### src/rtl/swk_pkg.sv
package swk_pkg;
  typedef enum logic [1:0] {
    CAUSE_NONE = 2'd0,
    CAUSE_SIZE = 2'd1,
    CAUSE_PTE  = 2'd2
  } cause_e;

  typedef enum logic [2:0] {
    ST_IDLE,
    ST_CHECK,
    ST_READ,
    ST_WAIT,
    ST_RESP
  } walk_st_e;
endpackage

### src/rtl/segtab_regs.sv
module segtab_regs #(
  parameter int IDX_W  = 4,
  parameter int BASE_W = 16,
  parameter int LEN_W  = 9
) (
  input  logic              clk,
  input  logic              rst_n,
  input  logic              wr_en,
  input  logic [IDX_W-1:0]  wr_idx,
  input  logic [BASE_W-1:0] wr_base,
  input  logic [LEN_W-1:0]  wr_len,
  input  logic [IDX_W-1:0]  rd_idx,
  output logic [BASE_W-1:0] rd_base,
  output logic [LEN_W-1:0]  rd_len
);
  localparam int N_SEG = 1 << IDX_W;

  logic [BASE_W-1:0] base_q [N_SEG];
  logic [LEN_W-1:0]  len_q  [N_SEG];

  for (genvar g = 0; g < N_SEG; g++) begin : g_ent
    logic ent_en;
    assign ent_en = wr_en && (wr_idx == IDX_W'(g));
    always_ff @(posedge clk or negedge rst_n) begin
      if (!rst_n) begin
        base_q[g] <= '0;
        len_q[g]  <= '0;
      end else if (ent_en) begin
        base_q[g] <= wr_base;
        len_q[g]  <= wr_len;
      end
    end
  end

  assign rd_base = base_q[rd_idx];
  assign rd_len  = len_q[rd_idx];

  // a written entry reads back on the following cycle
  a_r2_write_lands: assert property (@(posedge clk) disable iff (!rst_n)
    wr_en |=> (base_q[$past(wr_idx)] == $past(wr_base)) &&
              (len_q[$past(wr_idx)] == $past(wr_len)));
endmodule

### src/rtl/pte_decode.sv
module pte_decode #(
  parameter int PTE_W   = 16,
  parameter int VBIT    = 15,
  parameter int FRM_W   = 12
) (
  input  logic [PTE_W-1:0] pte,
  output logic             present,
  output logic [FRM_W-1:0] frame
);
  localparam int RSV_W = VBIT - FRM_W;

  logic [RSV_W-1:0] unused_rsv;

  assign present    = pte[VBIT];
  assign frame      = pte[FRM_W-1:0];
  assign unused_rsv = pte[VBIT-1:FRM_W];
endmodule

### src/rtl/walk_fsm.sv
module walk_fsm
  import swk_pkg::*;
#(
  parameter int SEG_W  = 4,
  parameter int VPN_W  = 8,
  parameter int OFF_W  = 12,
  parameter int MA_W   = 16,
  parameter int FRM_W  = 12,
  localparam int LEN_W = VPN_W + 1,
  localparam int VA_W  = SEG_W + VPN_W + OFF_W,
  localparam int PA_W  = FRM_W + OFF_W
) (
  input  logic             clk,
  input  logic             rst_n,
  input  logic             req_valid,
  output logic             req_ready,
  input  logic [VA_W-1:0]  req_vaddr,
  output logic [SEG_W-1:0] tab_idx,
  input  logic [MA_W-1:0]  tab_base,
  input  logic [LEN_W-1:0] tab_len,
  output logic             mem_req,
  output logic [MA_W-1:0]  mem_addr,
  input  logic             mem_gnt,
  input  logic             mem_rvalid,
  input  logic             pte_present,
  input  logic [FRM_W-1:0] pte_frame,
  output logic             rsp_valid,
  output logic             rsp_fault,
  output logic [1:0]       rsp_cause,
  output logic [PA_W-1:0]  rsp_paddr
);
  walk_st_e          st_q, st_d;
  logic [VA_W-1:0]   va_q;
  logic [MA_W-1:0]   addr_q, addr_d;
  logic [PA_W-1:0]   pa_q, pa_d;
  cause_e            cause_q, cause_d;
  logic              va_en, addr_en, res_en;
  logic [VPN_W-1:0]  vpn;
  logic [OFF_W-1:0]  off;
  logic              len_bad;

  assign tab_idx = va_q[VA_W-1 -: SEG_W];
  assign vpn     = va_q[OFF_W +: VPN_W];
  assign off     = va_q[OFF_W-1:0];
  assign len_bad = {1'b0, vpn} >= tab_len;
  assign addr_d  = tab_base + MA_W'(vpn);

  always_comb begin
    st_d    = st_q;
    va_en   = 1'b0;
    addr_en = 1'b0;
    res_en  = 1'b0;
    pa_d    = '0;
    cause_d = CAUSE_NONE;
    case (st_q)
      ST_IDLE: if (req_valid) begin
        va_en = 1'b1;
        st_d  = ST_CHECK;
      end
      ST_CHECK: begin
        if (len_bad) begin
          res_en  = 1'b1;
          cause_d = CAUSE_SIZE;
          st_d    = ST_RESP;
        end else begin
          addr_en = 1'b1;
          st_d    = ST_READ;
        end
      end
      ST_READ: if (mem_gnt) st_d = ST_WAIT;
      ST_WAIT: if (mem_rvalid) begin
        res_en = 1'b1;
        if (pte_present) begin
          pa_d = {pte_frame, off};
        end else begin
          cause_d = CAUSE_PTE;
        end
        st_d = ST_RESP;
      end
      ST_RESP: st_d = ST_IDLE;
      default: st_d = ST_IDLE;
    endcase
  end

  always_ff @(posedge clk or negedge rst_n) begin
    if (!rst_n) st_q <= ST_IDLE;
    else        st_q <= st_d;
  end

  always_ff @(posedge clk or negedge rst_n) begin
    if (!rst_n)     va_q <= '0;
    else if (va_en) va_q <= req_vaddr;
  end

  always_ff @(posedge clk or negedge rst_n) begin
    if (!rst_n)       addr_q <= '0;
    else if (addr_en) addr_q <= addr_d;
  end

  always_ff @(posedge clk or negedge rst_n) begin
    if (!rst_n) begin
      pa_q    <= '0;
      cause_q <= CAUSE_NONE;
    end else if (res_en) begin
      pa_q    <= pa_d;
      cause_q <= cause_d;
    end
  end

  assign req_ready = (st_q == ST_IDLE);
  assign mem_req   = (st_q == ST_READ);
  assign mem_addr  = addr_q;
  assign rsp_valid = (st_q == ST_RESP);
  assign rsp_fault = (cause_q != CAUSE_NONE);
  assign rsp_cause = cause_q;
  assign rsp_paddr = pa_q;

  // Checker state: a grant was seen since the last accepted request
  logic granted_q;
  always_ff @(posedge clk or negedge rst_n) begin
    if (!rst_n)                   granted_q <= 1'b0;
    else if (req_valid && req_ready) granted_q <= 1'b0;
    else if (mem_req && mem_gnt)  granted_q <= 1'b1;
  end

  a_r4_size_no_read: assert property (@(posedge clk) disable iff (!rst_n)
    (rsp_valid && rsp_cause == CAUSE_SIZE) |-> !granted_q);
  a_r8_invalid_after_read: assert property (@(posedge clk) disable iff (!rst_n)
    (rsp_valid && rsp_cause == CAUSE_PTE) |-> granted_q);
  a_r5_addr_held: assert property (@(posedge clk) disable iff (!rst_n)
    (mem_req && !mem_gnt) |=> (mem_req && $stable(mem_addr)));
  a_r9_busy_not_ready: assert property (@(posedge clk) disable iff (!rst_n)
    (mem_req || rsp_valid) |-> !req_ready);
  a_r10_rsp_single: assert property (@(posedge clk) disable iff (!rst_n)
    rsp_valid |=> !rsp_valid);
  a_r7_offset_kept: assert property (@(posedge clk) disable iff (!rst_n)
    (rsp_valid && !rsp_fault) |-> (rsp_paddr[OFF_W-1:0] == va_q[OFF_W-1:0]));
  a_r4_fault_zero_pa: assert property (@(posedge clk) disable iff (!rst_n)
    (rsp_valid && rsp_fault) |-> (rsp_paddr == '0));
endmodule

### src/rtl/seg_pt_walker.sv
module seg_pt_walker #(
  parameter int SEG_W = 4,
  parameter int VPN_W = 8,
  parameter int OFF_W = 12,
  parameter int MA_W  = 16,
  parameter int PTE_W = 16,
  parameter int VBIT  = 15,
  parameter int FRM_W = 12,
  localparam int LEN_W = VPN_W + 1,
  localparam int VA_W  = SEG_W + VPN_W + OFF_W,
  localparam int PA_W  = FRM_W + OFF_W
) (
  input  logic             clk,
  input  logic             rst_n,
  input  logic             tbl_we,
  input  logic [SEG_W-1:0] tbl_idx,
  input  logic [MA_W-1:0]  tbl_base,
  input  logic [LEN_W-1:0] tbl_len,
  input  logic             req_valid,
  output logic             req_ready,
  input  logic [VA_W-1:0]  req_vaddr,
  output logic             mem_req,
  output logic [MA_W-1:0]  mem_addr,
  input  logic             mem_gnt,
  input  logic             mem_rvalid,
  input  logic [PTE_W-1:0] mem_rdata,
  output logic             rsp_valid,
  output logic             rsp_fault,
  output logic [1:0]       rsp_cause,
  output logic [PA_W-1:0]  rsp_paddr
);
  logic [1:0]       rst_sync_q;
  logic             rst_n_s;
  logic [SEG_W-1:0] tab_idx;
  logic [MA_W-1:0]  tab_base;
  logic [LEN_W-1:0] tab_len;
  logic             pte_present;
  logic [FRM_W-1:0] pte_frame;

  always_ff @(posedge clk or negedge rst_n) begin
    if (!rst_n) rst_sync_q <= 2'b00;
    else        rst_sync_q <= {rst_sync_q[0], 1'b1};
  end
  assign rst_n_s = rst_sync_q[1];

  segtab_regs #(.IDX_W(SEG_W), .BASE_W(MA_W), .LEN_W(LEN_W)) i_tab (
    .clk     (clk),
    .rst_n   (rst_n_s),
    .wr_en   (tbl_we),
    .wr_idx  (tbl_idx),
    .wr_base (tbl_base),
    .wr_len  (tbl_len),
    .rd_idx  (tab_idx),
    .rd_base (tab_base),
    .rd_len  (tab_len)
  );

  pte_decode #(.PTE_W(PTE_W), .VBIT(VBIT), .FRM_W(FRM_W)) i_dec (
    .pte     (mem_rdata),
    .present (pte_present),
    .frame   (pte_frame)
  );

  walk_fsm #(.SEG_W(SEG_W), .VPN_W(VPN_W), .OFF_W(OFF_W), .MA_W(MA_W),
             .FRM_W(FRM_W)) i_fsm (
    .clk         (clk),
    .rst_n       (rst_n_s),
    .req_valid   (req_valid),
    .req_ready   (req_ready),
    .req_vaddr   (req_vaddr),
    .tab_idx     (tab_idx),
    .tab_base    (tab_base),
    .tab_len     (tab_len),
    .mem_req     (mem_req),
    .mem_addr    (mem_addr),
    .mem_gnt     (mem_gnt),
    .mem_rvalid  (mem_rvalid),
    .pte_present (pte_present),
    .pte_frame   (pte_frame),
    .rsp_valid   (rsp_valid),
    .rsp_fault   (rsp_fault),
    .rsp_cause   (rsp_cause),
    .rsp_paddr   (rsp_paddr)
  );
endmodule

### config.mk
export PLATFORM = sky130hd
export DESIGN_NAME = seg_pt_walker
export DESIGN_NICKNAME = d
export VERILOG_FILES = /design/src/rtl/swk_pkg.sv /design/src/rtl/segtab_regs.sv /design/src/rtl/pte_decode.sv /design/src/rtl/walk_fsm.sv /design/src/rtl/seg_pt_walker.sv
export SDC_FILE = /design/constraint.sdc
export NUM_CORES = 1
export LEC_CHECK = 0
export BUFFER_PORTS_ARGS = -buffer_cell sky130_fd_sc_hd__buf_2
export CAP_MARGIN = 20
export CORE_UTILIZATION = 50
export CTS_BUF_LIST = sky130_fd_sc_hd__clkbuf_4
export CTS_CLUSTER_DIAMETER = 100
export DETAILED_ROUTE_END_ITERATION = 7
export GPL_ROUTABILITY_DRIVEN = 0
export GPL_TIMING_DRIVEN = 0
export PLACE_DENSITY = 0.69
export SYNTH_ARGS = -nofsm -noshare
export SYNTH_HDL_FRONTEND = slang
export SYNTH_SLANG_ARGS = --single-unit
### constraint.sdc
create_clock -name clk -period 17.1 [get_ports clk]
set_input_delay 1.71 -clock clk [delete_from_list [all_inputs] [get_ports clk]]
set_output_delay 1.71 -clock clk [all_outputs]
set_load 0.005 [all_outputs]
==> impl_metrics.json, run 1 <==
{
  "tns_ns": 0,
  "ys_types": 48,
  "portBuffers": 115,
  "crit_required_ns": 17.83,
  "hold_viol": 0,
  "synth_top_area_cell": "dfrtp_1",
  "vdd_drop_max_v": 0.00006510,
  "multi_input_area_um2": 8790,
  "dr.first_iter.drc_count": 852,
  "synth.most_common_cell": "dfrtp_1",
  "r2r_end": "i_fsm.rsp_paddr[11]$_DFFE_PN0P_",
  "ys_ff_latch": 471,
  "rows": 74,
  "placedCellCount": 1984,
  "rr_worst_depth": 15,
  "wl_um": 52210,
  "drt_pre_antenna_iters": 5,
  "synthArstFlopShare_pct": 100.0,
  "max_freq_ghz": 0.1864,
  "dieHeight_um": 207.3,
  "status": "completed",
  "via_count": 12780,
  "met1_usage_pct": 34.63,
  "post-route-drc-count": 0,
  "ant_nets": 0,
  "antenna_found_initial": 2,
  "cts.sinks": 471,
  "grt-busiest-layer": "met2",
  "pre_cts_ws_ns": 11.76,
  "skew_ns": 0.04981,
  "grt_pass1_vias": 13540,
  "leakage_nw": 10.69,
  "yosysSeqAreaShare_pct": 55.92,
  "syn_area_per_cell_um2": 15.87,
  "synth_edf_count": 0,
  "viasPerCell": 5.829,
  "track_usage_pct": 25.18,
  "netlist_area_um2": 21080,
  "critPathTopFamily": "buffers and inverters",
  "ys.flop_type": "dfrtp_1",
  "slowest_stage": "clkbuf_1",
  "postCtsHoldBufs": 0,
  "floorplan.die_area_um2": 42980,
  "setup_violations": 0,
  "startpoint_type": "flip-flop",
  "cts_inserted_buffers": 119,
  "yosys-top-cells-area": "dfrtp_1 56%, mux2_2 23%, mux4_2 13%",
  "cts.path.max_buffers": 3,
  "r2r-start": "i_fsm.va_q[21]$_DFFE_PN0P_",
  "io_pins": 121,
  "rsz0062_at_grt": "no",
  "maxCapViolCount": 0,
  "critPathKind": "reg -> reg",
  "worst_pin_slew_ns": 1.169,
  "syn2layout_area_growth_pct": 14.47,
  "clkSlewWorstSetupHoldPaths_ns": 0.07,
  "syn_nets": 1420,
  "netlist_top_cells_count": "471 x dfrtp_1, 423 x mux2_2, 118 x mux4_2",
  "startpoint": "i_fsm.va_q[21]$_DFFE_PN0P_",
  "power.density_nw_per_um2": 170.2,
  "die_w_um": 207.3,
  "fin_crit_ns": 5.366,
  "fillers": 3261,
  "register_area_um2": 11790,
  "dp_hpwl_um": 34970,
  "grt_max_degree": 75,
  "final_max_slew_viol_count": 0,
  "synth_cells": 1328,
  "instances_no_fill": 2192,
  "timing.final.crit_share_pct": 31.38,
  "cts_tree": "done",
  "power.total_mw": 4.107,
  "r2r_slack_ns": 11.73,
  "post_cts_buffers": 0,
  "met2_usage_pct": 40.54,
  "grt_pass1_wl_um": 81670,
  "synth_top_area_share_pct": 55.92,
  "insertion_delay_ns": 0.82,
  "root_buffer": "clkbuf_4",
  "drive_above_1_share_pct": 53.04,
  "initial_core_util_pct": 51.15,
  "met3_usage_pct": 4.599,
  "path_buf_inv": 5,
  "path_max_fanout": 10,
  "ys_warn_count": 0,
  "cts_max_level": 3,
  "ctsResizeCount": 0,
  "grt-ovfl-total": 0,
  "cp-end-kind": "flip-flop",
  "coreArea_um2": 41200,
  "worstHoldPathType": "reg -> async",
  "wl_per_cell_um": 23.82,
  "crit_chain": "buf_2 > buf_2 > buf_1 > clkbuf_1 > mux4_2 > mux4_2 > ha_1 > nand2b_1 > a31oi_1 > o21ai_0 > a21oi_1 > nor2_4 > a21oi_2 > buf_6 > a22o_1",
  "cpPeakStageDelay_ns": 0.87,
  "relSlewSlack_pct": 21.80,
  "finalHoldWorstSlack_ns": 0.2899,
  "final_nets": 1666,
  "worst_slack_ns": 11.73,
  "cp_data_arrival_time_ns": 6.09
}
==> kinds of logic (layout without fill, tap and decap cells) <==
| kind of cell | Yosys count | after routing | synth area share, % |
|---|---|---|---|
| adders and majority gates | 17 | 17 | 1.045 |
| muxes | 544 | 544 | 35.37 |
| buffers and inverters | 114 | 445 | 2.369 |
| AOI/OAI and AO/OA | 79 | 79 | 2.654 |
| other | 1 | 2 | 0.01779 |
| and+or+nand+nor | 89 | 89 | 2.084 |
| DFF | 471 | 471 | 55.92 |
| xor gates and xnor gates | 13 | 13 | 0.5403 |
==> worst register-to-register path: stages, from the launching register on <==
cell and delay (ns):
dfrtp_1 0.33, buf_2 0.30, buf_2 0.35, buf_1 0.64, clkbuf_1 0.87, mux4_2 0.43, mux4_2 0.52, ha_1 0.28
nand2b_1 0.14, a31oi_1 0.18, o21ai_0 0.12, a21oi_1 0.30, nor2_4 0.06, a21oi_2 0.40, buf_6 0.21, a22o_1 0.15
==> routing by layer <==
layer  share of wire (%)  wire [µm]
met1                  44      22840
met2                  49      25530
met3                 5.0       2608
met4                 2.3       1222
met5                   0          0
==> through the flow <==
step / utilization (%) / cell area [µm²]
floorplan: - / 21080
global placement: 54.16 / 22320
detailed placement: 54.69 / 22540
CTS: 58.51 / 24110
global route: 58.55 / 24120
finish: 58.55 / 24120
==> layout by cell type, fill, tap and decap left out, types with 15 or more instances in the layout <==
master	Yosys	final
dfrtp_1	471	470
mux2_2	423	423
clkbuf_4	0	177
buf_2	15	130
mux4_2	118	118
clkbuf_1	70	70
nand2_1	31	31
a22o_1	25	25
clkinv_1	0	21
nor2_1	19	19
ha_1	16	16
a22oi_1	15	15
==> cell type report <==
cell class	instances	share of cell area [%]
antenna	1	0.01037
buffer	104	1.914
clock buffer	177	5.508
clock inverter	29	1.006
inverter	10	0.1556
multi-input combinational	743	36.43
sequential	471	48.87
tap	532	2.759
timing repair buffer	125	3.340
==> where the power goes <==
part,switching (mW),internal [mW],leakage (nW),total [mW]
Sequential,0.161,1.41,5.80,1.58
Clock,0.447,0.543,0.930,0.989
Combinational,0.741,0.801,3.95,1.54
Total,1.35,2.76,10.7,4.11
==> how the worst max path moves through the flow <==
stage	to	cells past startpoint
after floorplan	i_fsm.mem_addr[0]$_DFFE_PN0P_	0
after global placement	i_fsm.rsp_paddr[15]$_DFFE_PN0P_	0
final	i_fsm.rsp_paddr[11]$_DFFE_PN0P_	15
after detailed placement	i_fsm.rsp_cause[1]$_DFFE_PN0P_	15
after CTS	i_fsm.rsp_paddr[19]$_DFFE_PN0P_	15
after global routing	i_fsm.rsp_paddr[16]$_DFFE_PN0P_	16
==> state kept, by name (all words and copies together), names as in the netlist <==
register	flops
i_fsm.mem_addr	16
i_fsm.rsp_paddr	24
i_tab.len_q	144
i_fsm.st_q	3
rst_sync_q	2
i_fsm.rsp_cause	2
i_tab.base_q	256
i_fsm.va_q	24
Note: power is estimated with default switching activity, not from simulation.
==> inputs of run 2 (changes only) <==
Clock period 17.1 ns to 5.5 ns, I/O delays scaled along.
==> run 2 against run 1 <==
Global-route usage up 0.23 points. Clock skew up 0.0054 ns. Sequential cell count stayed put. Combinational power rose to 3.1 times the previous value. Sequential share of layout area down 1.1 points. Via count is 1.7% higher. Sequential power rose to 3.1 times the previous value. First-iteration DRC count grew 5.6%.
==> impl_metrics.json, run 2 (synthesized netlist as in run 1, its figures left out) <==
{
  "vdd_drop_max_v": 0.0001994,
  "viasPerCell": 5.754,
  "cts.path.max_buffers": 3,
  "max_freq_ghz": 0.1926,
  "combPwrFrac_pct": 38.1,
  "leakage_nw": 10.93,
  "cp-end-kind": "flip-flop",
  "power.internal_mw": 8.462,
  "cts_inserted_buffers": 121,
  "die_w_um": 207.3,
  "grt-ovfl-total": 0,
  "antenna_found_initial": 1,
  "drt_pre_antenna_iters": 4,
  "cts_tree": "done",
  "via_count": 12990,
  "fin_util_pct": 59.90,
  "root_buffer": "clkbuf_4",
  "relSlewSlack_pct": 22.14,
  "track_usage_pct": 25.41,
  "finalHoldWorstSlack_ns": 0.07251,
  "fin_crit_ns": 5.192,
  "regMostFlops": "i_tab.base_q",
  "hold_viol": 0,
  "worst_pin_slew_ns": 1.168,
  "crit_required_ns": 6.26,
  "register_area_um2": 11790,
  "skew_ns": 0.05519,
  "post_cts_buffers": 0,
  "setup_violations": 0,
  "mostFrequentLayoutCells": "470 x dfrtp_1, 423 x mux2_2, 190 x clkbuf_4",
  "drive_above_1_share_pct": 51.54,
  "startpoint_type": "flip-flop",
  "slowest_stage": "clkbuf_1",
  "switching_share_pct": 33.12,
  "cp_data_arrival_time_ns": 5.96,
  "wl_um": 52240,
  "largest_register_ff_count": 256,
  "rsz0062_at_grt": "no",
  "insertion_delay_ns": 0.87,
  "crit_chain": "buf_2 > buf_2 > buf_1 > clkbuf_1 > mux4_2 > mux4_2 > ha_1 > nand2b_1 > a31oi_1 > o21ai_0 > a21oi_1 > nor2_4 > a21oi_2 > buf_6 > a22o_1",
  "timing.final.crit_share_pct": 94.40,
  "maxCapViolCount": 0,
  "tns_ns": 0,
  "critPathKind": "reg -> reg",
  "initial_core_util_pct": 51.15,
  "seqPwrFrac_pct": 38.7,
  "portBuffers": 115,
  "status": "completed",
  "cts.sinks": 471,
  "io_pins": 121,
  "path_max_fanout": 10,
  "grt_max_degree": 70,
  "final_common_cell": "dfrtp_1",
  "post-route-drc-count": 0,
  "dieHeight_um": 207.3,
  "final_nets": 1730,
  "rows": 74,
  "multi_input_area_um2": 8790,
  "power.total_mw": 12.65,
  "wl_per_cell_um": 23.14,
  "final_max_slew_viol_count": 0,
  "reg_top3": "i_tab.base_q: 256 flops, i_tab.len_q: 144 flops",
  "dp_hpwl_um": 34590,
  "cpPeakStageDelay_ns": 0.72,
  "clkSlewWorstSetupHoldPaths_ns": 0.07,
  "worstHoldPathType": "in -> reg",
  "dr.first_iter.drc_count": 900,
  "cts_max_level": 3,
  "p_sw_mw": 4.189,
  "fillers": 3153,
  "grt_pass1_vias": 14000,
  "ant_nets": 0,
  "floorplan.die_area_um2": 42980,
  "clockPowerShare_pct": 23.2,
  "coreArea_um2": 41200,
  "syn2layout_area_growth_pct": 17.10,
  "grt_pass1_wl_um": 82310,
  "power.density_nw_per_um2": 512.6
}
run 2: cell count changes in the layout (fill, tap and decap cells not counted), sizes merged:
cell / delta
clkinv: -4
dlygate4sd3: +64
clkbuf: +13
buf: -2
bufinv: -5
run 2: cell type report:
| cell class | instances | area share, % |
|---|---|---|
| antenna | 1 | 0.01014 |
| buffer | 104 | 1.881 |
| clock buffer | 190 | 5.780 |
| clock inverter | 20 | 0.3194 |
| inverter | 10 | 0.1521 |
| multi-input combinational | 743 | 35.62 |
| sequential | 471 | 47.77 |
| tap | 532 | 2.697 |
| timing repair buffer | 187 | 5.770 |
run 2: power groups by stage:
stage               logic [mW]  clock network [mW]  registers, mW
floorplan                 3.43                   0           4.85
global placement          4.61                   0           4.95
detailed placement        4.78                   0           4.96
CTS                       4.82                3.01           4.89
global route              5.20                3.18           5.02
finish                    4.82                2.93           4.90
run 2: path summary, 6_finish.rpt:
| kind | slack [ns] | endpoint | cells past startpoint | startpoint |
|---|---|---|---|---|
| setup / recovery | 0.31 | i_fsm.rsp_paddr[15]$_DFFE_PN0P_ | 15 | i_fsm.va_q[21]$_DFFE_PN0P_ |
| hold / removal | 0.07 | i_tab.base_q[78]$_DFFE_PN0P_ | 2 | tbl_base[14] |
| setup reg to reg | 0.31 | i_fsm.rsp_paddr[15]$_DFFE_PN0P_ | 15 | i_fsm.va_q[21]$_DFFE_PN0P_ |
| hold reg to reg | 0.35 | rst_sync_q[1]$_DFF_PN0_ | 0 | rst_sync_q[0]$_DFF_PN0_ |
| max in group asynchronous | 3.48 | i_tab.len_q[132]$_DFFE_PN0P_ | 3 | rst_sync_q[1]$_DFF_PN0_ |
| min in group asynchronous | 0.44 | i_fsm.va_q[20]$_DFFE_PN0P_ | 0 | rst_sync_q[1]$_DFF_PN0_ |
run 2: what timing repair did:
item / CTS / global route
hold endpoints to repair: 159 / 0
endpoints found under the setup margin: 0 / 20
hold buffers: 64 / 0
resized for setup: 0 / 5
run 2: metrics by stage:
| step | setup slack (ns) | cells | cell area [µm²] |
|---|---|---|---|
| floorplan | 0.8994 | 1328 | 21080 |
| global route | 0.01327 | 2258 | 24680 |
| detailed placement | 0.2457 | 1982 | 22510 |
| finish | 0.3082 | 2258 | 24680 |
| global placement | -0.7045 | 1975 | 22320 |
| CTS | 0.2112 | 2256 | 24660 |
run 2: critical path: cells and delay by family (launching register included):
kind | cells | cell delay [ns]
DFF | 1 | 0.31
muxes | 2 | 0.94
adders and majority gates | 1 | 0.28
buffers and inverters | 5 | 2.21
and+or+nand+nor | 2 | 0.20
AOI/OAI and AO/OA | 5 | 1.16
run 2: metal layers:
| metal | global-route usage [%] | part of all wire (%) |
|---|---|---|
| met1 | 33.00 | 42 |
| met2 | 40.09 | 48 |
| met3 | 6.490 | 6.6 |
| met4 | 12.12 | 3.3 |
| met5 | 0 | 0 |
==> inputs of run 3 (changes only) <==
Settings changed: CORE_UTILIZATION 50 to 35, PLACE_DENSITY 0.69 to 0.53, RECOVER_POWER set to 25.
==> run 3 against run 2 <==
The flow now finishes with violations (DRC, capacitance limit, slew limit). Fmax shrank 1.9%. First-iteration DRC count decreased by 28%. Via count shrank 0.37%. Global-route usage fell by 5.7 points. Register-to-register slack worse by 0.10 ns. Worst hold slack better by 0.23 ns. Utilization fell by 17 points. Total power grew 4.5%. Combinational power rose by 2%. Worst setup slack got worse by 0.10 ns. Wire length rose by 9.2%. Non-clock buffer count rose by 4. Critical endpoint is now i_fsm.rsp_paddr[16]$_DFFE_PN0P_. Largest cell class unchanged.
==> impl_metrics.json, run 3 (synthesized netlist as in run 1, its figures left out) <==
{
  "violations": "DRC, capacitance limit, slew limit",
  "skew_ns": 0.04268,
  "leakage_nw": 11.07,
  "drt_pre_antenna_iters": 8,
  "maxCapViolCount": 2,
  "holdPathStages": 3,
  "dr.first_iter.drc_count": 646,
  "min_to": "i_fsm.rsp_cause[1]$_DFFE_PN0P_",
  "insertion_delay_ns": 0.97,
  "root_buffer": "clkbuf_4",
  "rsz0062_at_grt": "no",
  "path_max_fanout": 19,
  "dieHeight_um": 247.4,
  "wl_um": 57040,
  "startpoint_type": "flip-flop",
  "max_freq_ghz": 0.1890,
  "fin_area_um2": 25280,
  "worst_pin_slew_ns": 3.291,
  "reg_top3": "i_tab.base_q: 256 flops, i_tab.len_q: 144 flops",
  "die_w_um": 247.4,
  "initial_core_util_pct": 35.57,
  "critPathKind": "reg -> reg",
  "wl_per_cell_um": 22.53,
  "r2r_slack_ns": 0.21,
  "post-route-drc-count": 33,
  "fin_util_pct": 42.67,
  "grt_max_degree": 72,
  "cts_tree": "done",
  "clkSlewWorstSetupHoldPaths_ns": 0.06,
  "rows": 89,
  "track_usage_pct": 19.68,
  "placed_cell_area_um2": 22840,
  "rr_worst_depth": 15,
  "cts_max_level": 4,
  "cts_inserted_buffers": 138,
  "mostFrequentLayoutCells": "471 x dfrtp_1, 423 x mux2_2, 200 x clkbuf_4",
  "r2r_end": "i_fsm.rsp_paddr[16]$_DFFE_PN0P_",
  "setup_violations": 0,
  "r2r-start": "i_fsm.va_q[21]$_DFFE_PN0P_",
  "tns_ns": 0,
  "dp_hpwl_um": 36920,
  "drive_above_1_share_pct": 51.80,
  "final_common_cell": "dfrtp_1",
  "largest_register_ff_count": 256,
  "floorplan.die_area_um2": 61200,
  "hold_viol": 0,
  "syn2layout_area_growth_pct": 19.95,
  "viasPerCell": 5.112,
  "grt-ovfl-total": 0,
  "ant_nets": 0,
  "io_pins": 121,
  "post_cts_buffers": 0,
  "cts.sinks": 471,
  "regMostFlops": "i_tab.base_q",
  "status": "complete, but fails checks",
  "grt_pass1_wl_um": 87910,
  "cts.path.max_buffers": 3,
  "relSlewSlack_pct": -119.4,
  "cp_data_arrival_time_ns": 6.19,
  "final_nets": 1751,
  "worstHoldPathType": "in -> reg",
  "instances_no_fill": 2532,
  "coreArea_um2": 59240,
  "final_max_slew_viol_count": 136,
  "finalHoldWorstSlack_ns": 0.3069,
  "grt_pass1_vias": 14100,
  "placedCellCount": 2225,
  "min-delay-start": "mem_rdata[15]",
  "portBuffers": 115,
  "power.density_nw_per_um2": 522.8,
  "crit_required_ns": 6.40,
  "antenna_found_initial": 4,
  "timing.final.crit_share_pct": 96.21,
  "via_count": 12940,
  "cp-end-kind": "flip-flop",
  "vdd_drop_max_v": 0.0002122,
  "fin_crit_ns": 5.291
}
[run 3: cell types whose count changed in the layout (fill, tap and decap cells not counted), sizes merged]
cell          previous run  this run
dlygate4sd3             64        67
buf                    157       153
bufinv                   0         4
clkinvlp                 0         5
dlymetal6s4s             0         2
clkinv                  19        22
diode                    1         8
clkbuf                 260       273
[run 3: routing by layer]
metal | part of all wire (%) | track usage [%]
met3 | 4.2 | 4.055
met5 | 0 | 0
met4 | 2.0 | 8.120
met1 | 44 | 25.03
met2 | 50 | 32.64
[run 3: stage by stage]
stage                     setup WS (ns)  power [mW]
after floorplan                  0.8994       8.283
after global placement          -0.9044       9.761
after detailed placement        -0.4459       9.913
after CTS                        0.1254       13.43
after global routing            0.05247       14.11
final                            0.2087       13.22
[run 3: worst max path at each step]
stage / startpoint / to / slack, ns
after floorplan: rst_sync_q[1]$_DFF_PN0_ / i_fsm.mem_addr[0]$_DFFE_PN0P_ / 0.90
after global placement: rst_sync_q[1]$_DFF_PN0_ / i_fsm.rsp_paddr[13]$_DFFE_PN0P_ / -0.90
after detailed placement: i_fsm.va_q[21]$_DFFE_PN0P_ / i_fsm.rsp_paddr[16]$_DFFE_PN0P_ / -0.45
after CTS: i_fsm.va_q[21]$_DFFE_PN0P_ / i_fsm.rsp_paddr[16]$_DFFE_PN0P_ / 0.13
after global routing: i_fsm.va_q[21]$_DFFE_PN0P_ / i_fsm.rsp_paddr[16]$_DFFE_PN0P_ / 0.05
final: i_fsm.va_q[21]$_DFFE_PN0P_ / i_fsm.rsp_paddr[16]$_DFFE_PN0P_ / 0.21
[run 3: report_power, final]
part	leakage, nW	switching [mW]	internal (mW)
Combinational	4.23	2.41	2.52
Clock	1.03	1.55	1.85
Sequential	5.81	0.479	4.40
Total	11.1	4.44	8.77
[run 3: worst max-delay path, stage by stage (launching register included)]
cell,delay [ns]
dfrtp_1,0.32
buf_2,0.33
buf_2,0.61
clkbuf_1,0.74
mux4_2,0.44
mux4_2,0.48
inv_1,0.21
ha_1,0.29
a21o_1,0.15
a31oi_1,0.24
o21ai_0,0.17
a21oi_1,0.34
nor2_4,0.07
a21oi_2,0.43
buf_6,0.22
a22o_1,0.16
[run 3: cell type report]
class | instances | area [µm²]
fillers | 5520 | 33960
flip-flops and latches | 471 | 11790
multi-input cells | 743 | 8790
clock buffers | 200 | 1501
repair buffers | 192 | 1450
well taps | 773 | 967.2
plain buffers | 103 | 460.4
clock inverters | 32 | 266.5
inverters | 10 | 37.54
diodes | 8 | 20.02
[run 3: repair_timing]
action,4_1_cts,5_1_grt
endpoints found under the hold margin,192,0
hold buffers,67,0
endpoints found under the setup margin,43,0
gates resized for setup,2,0
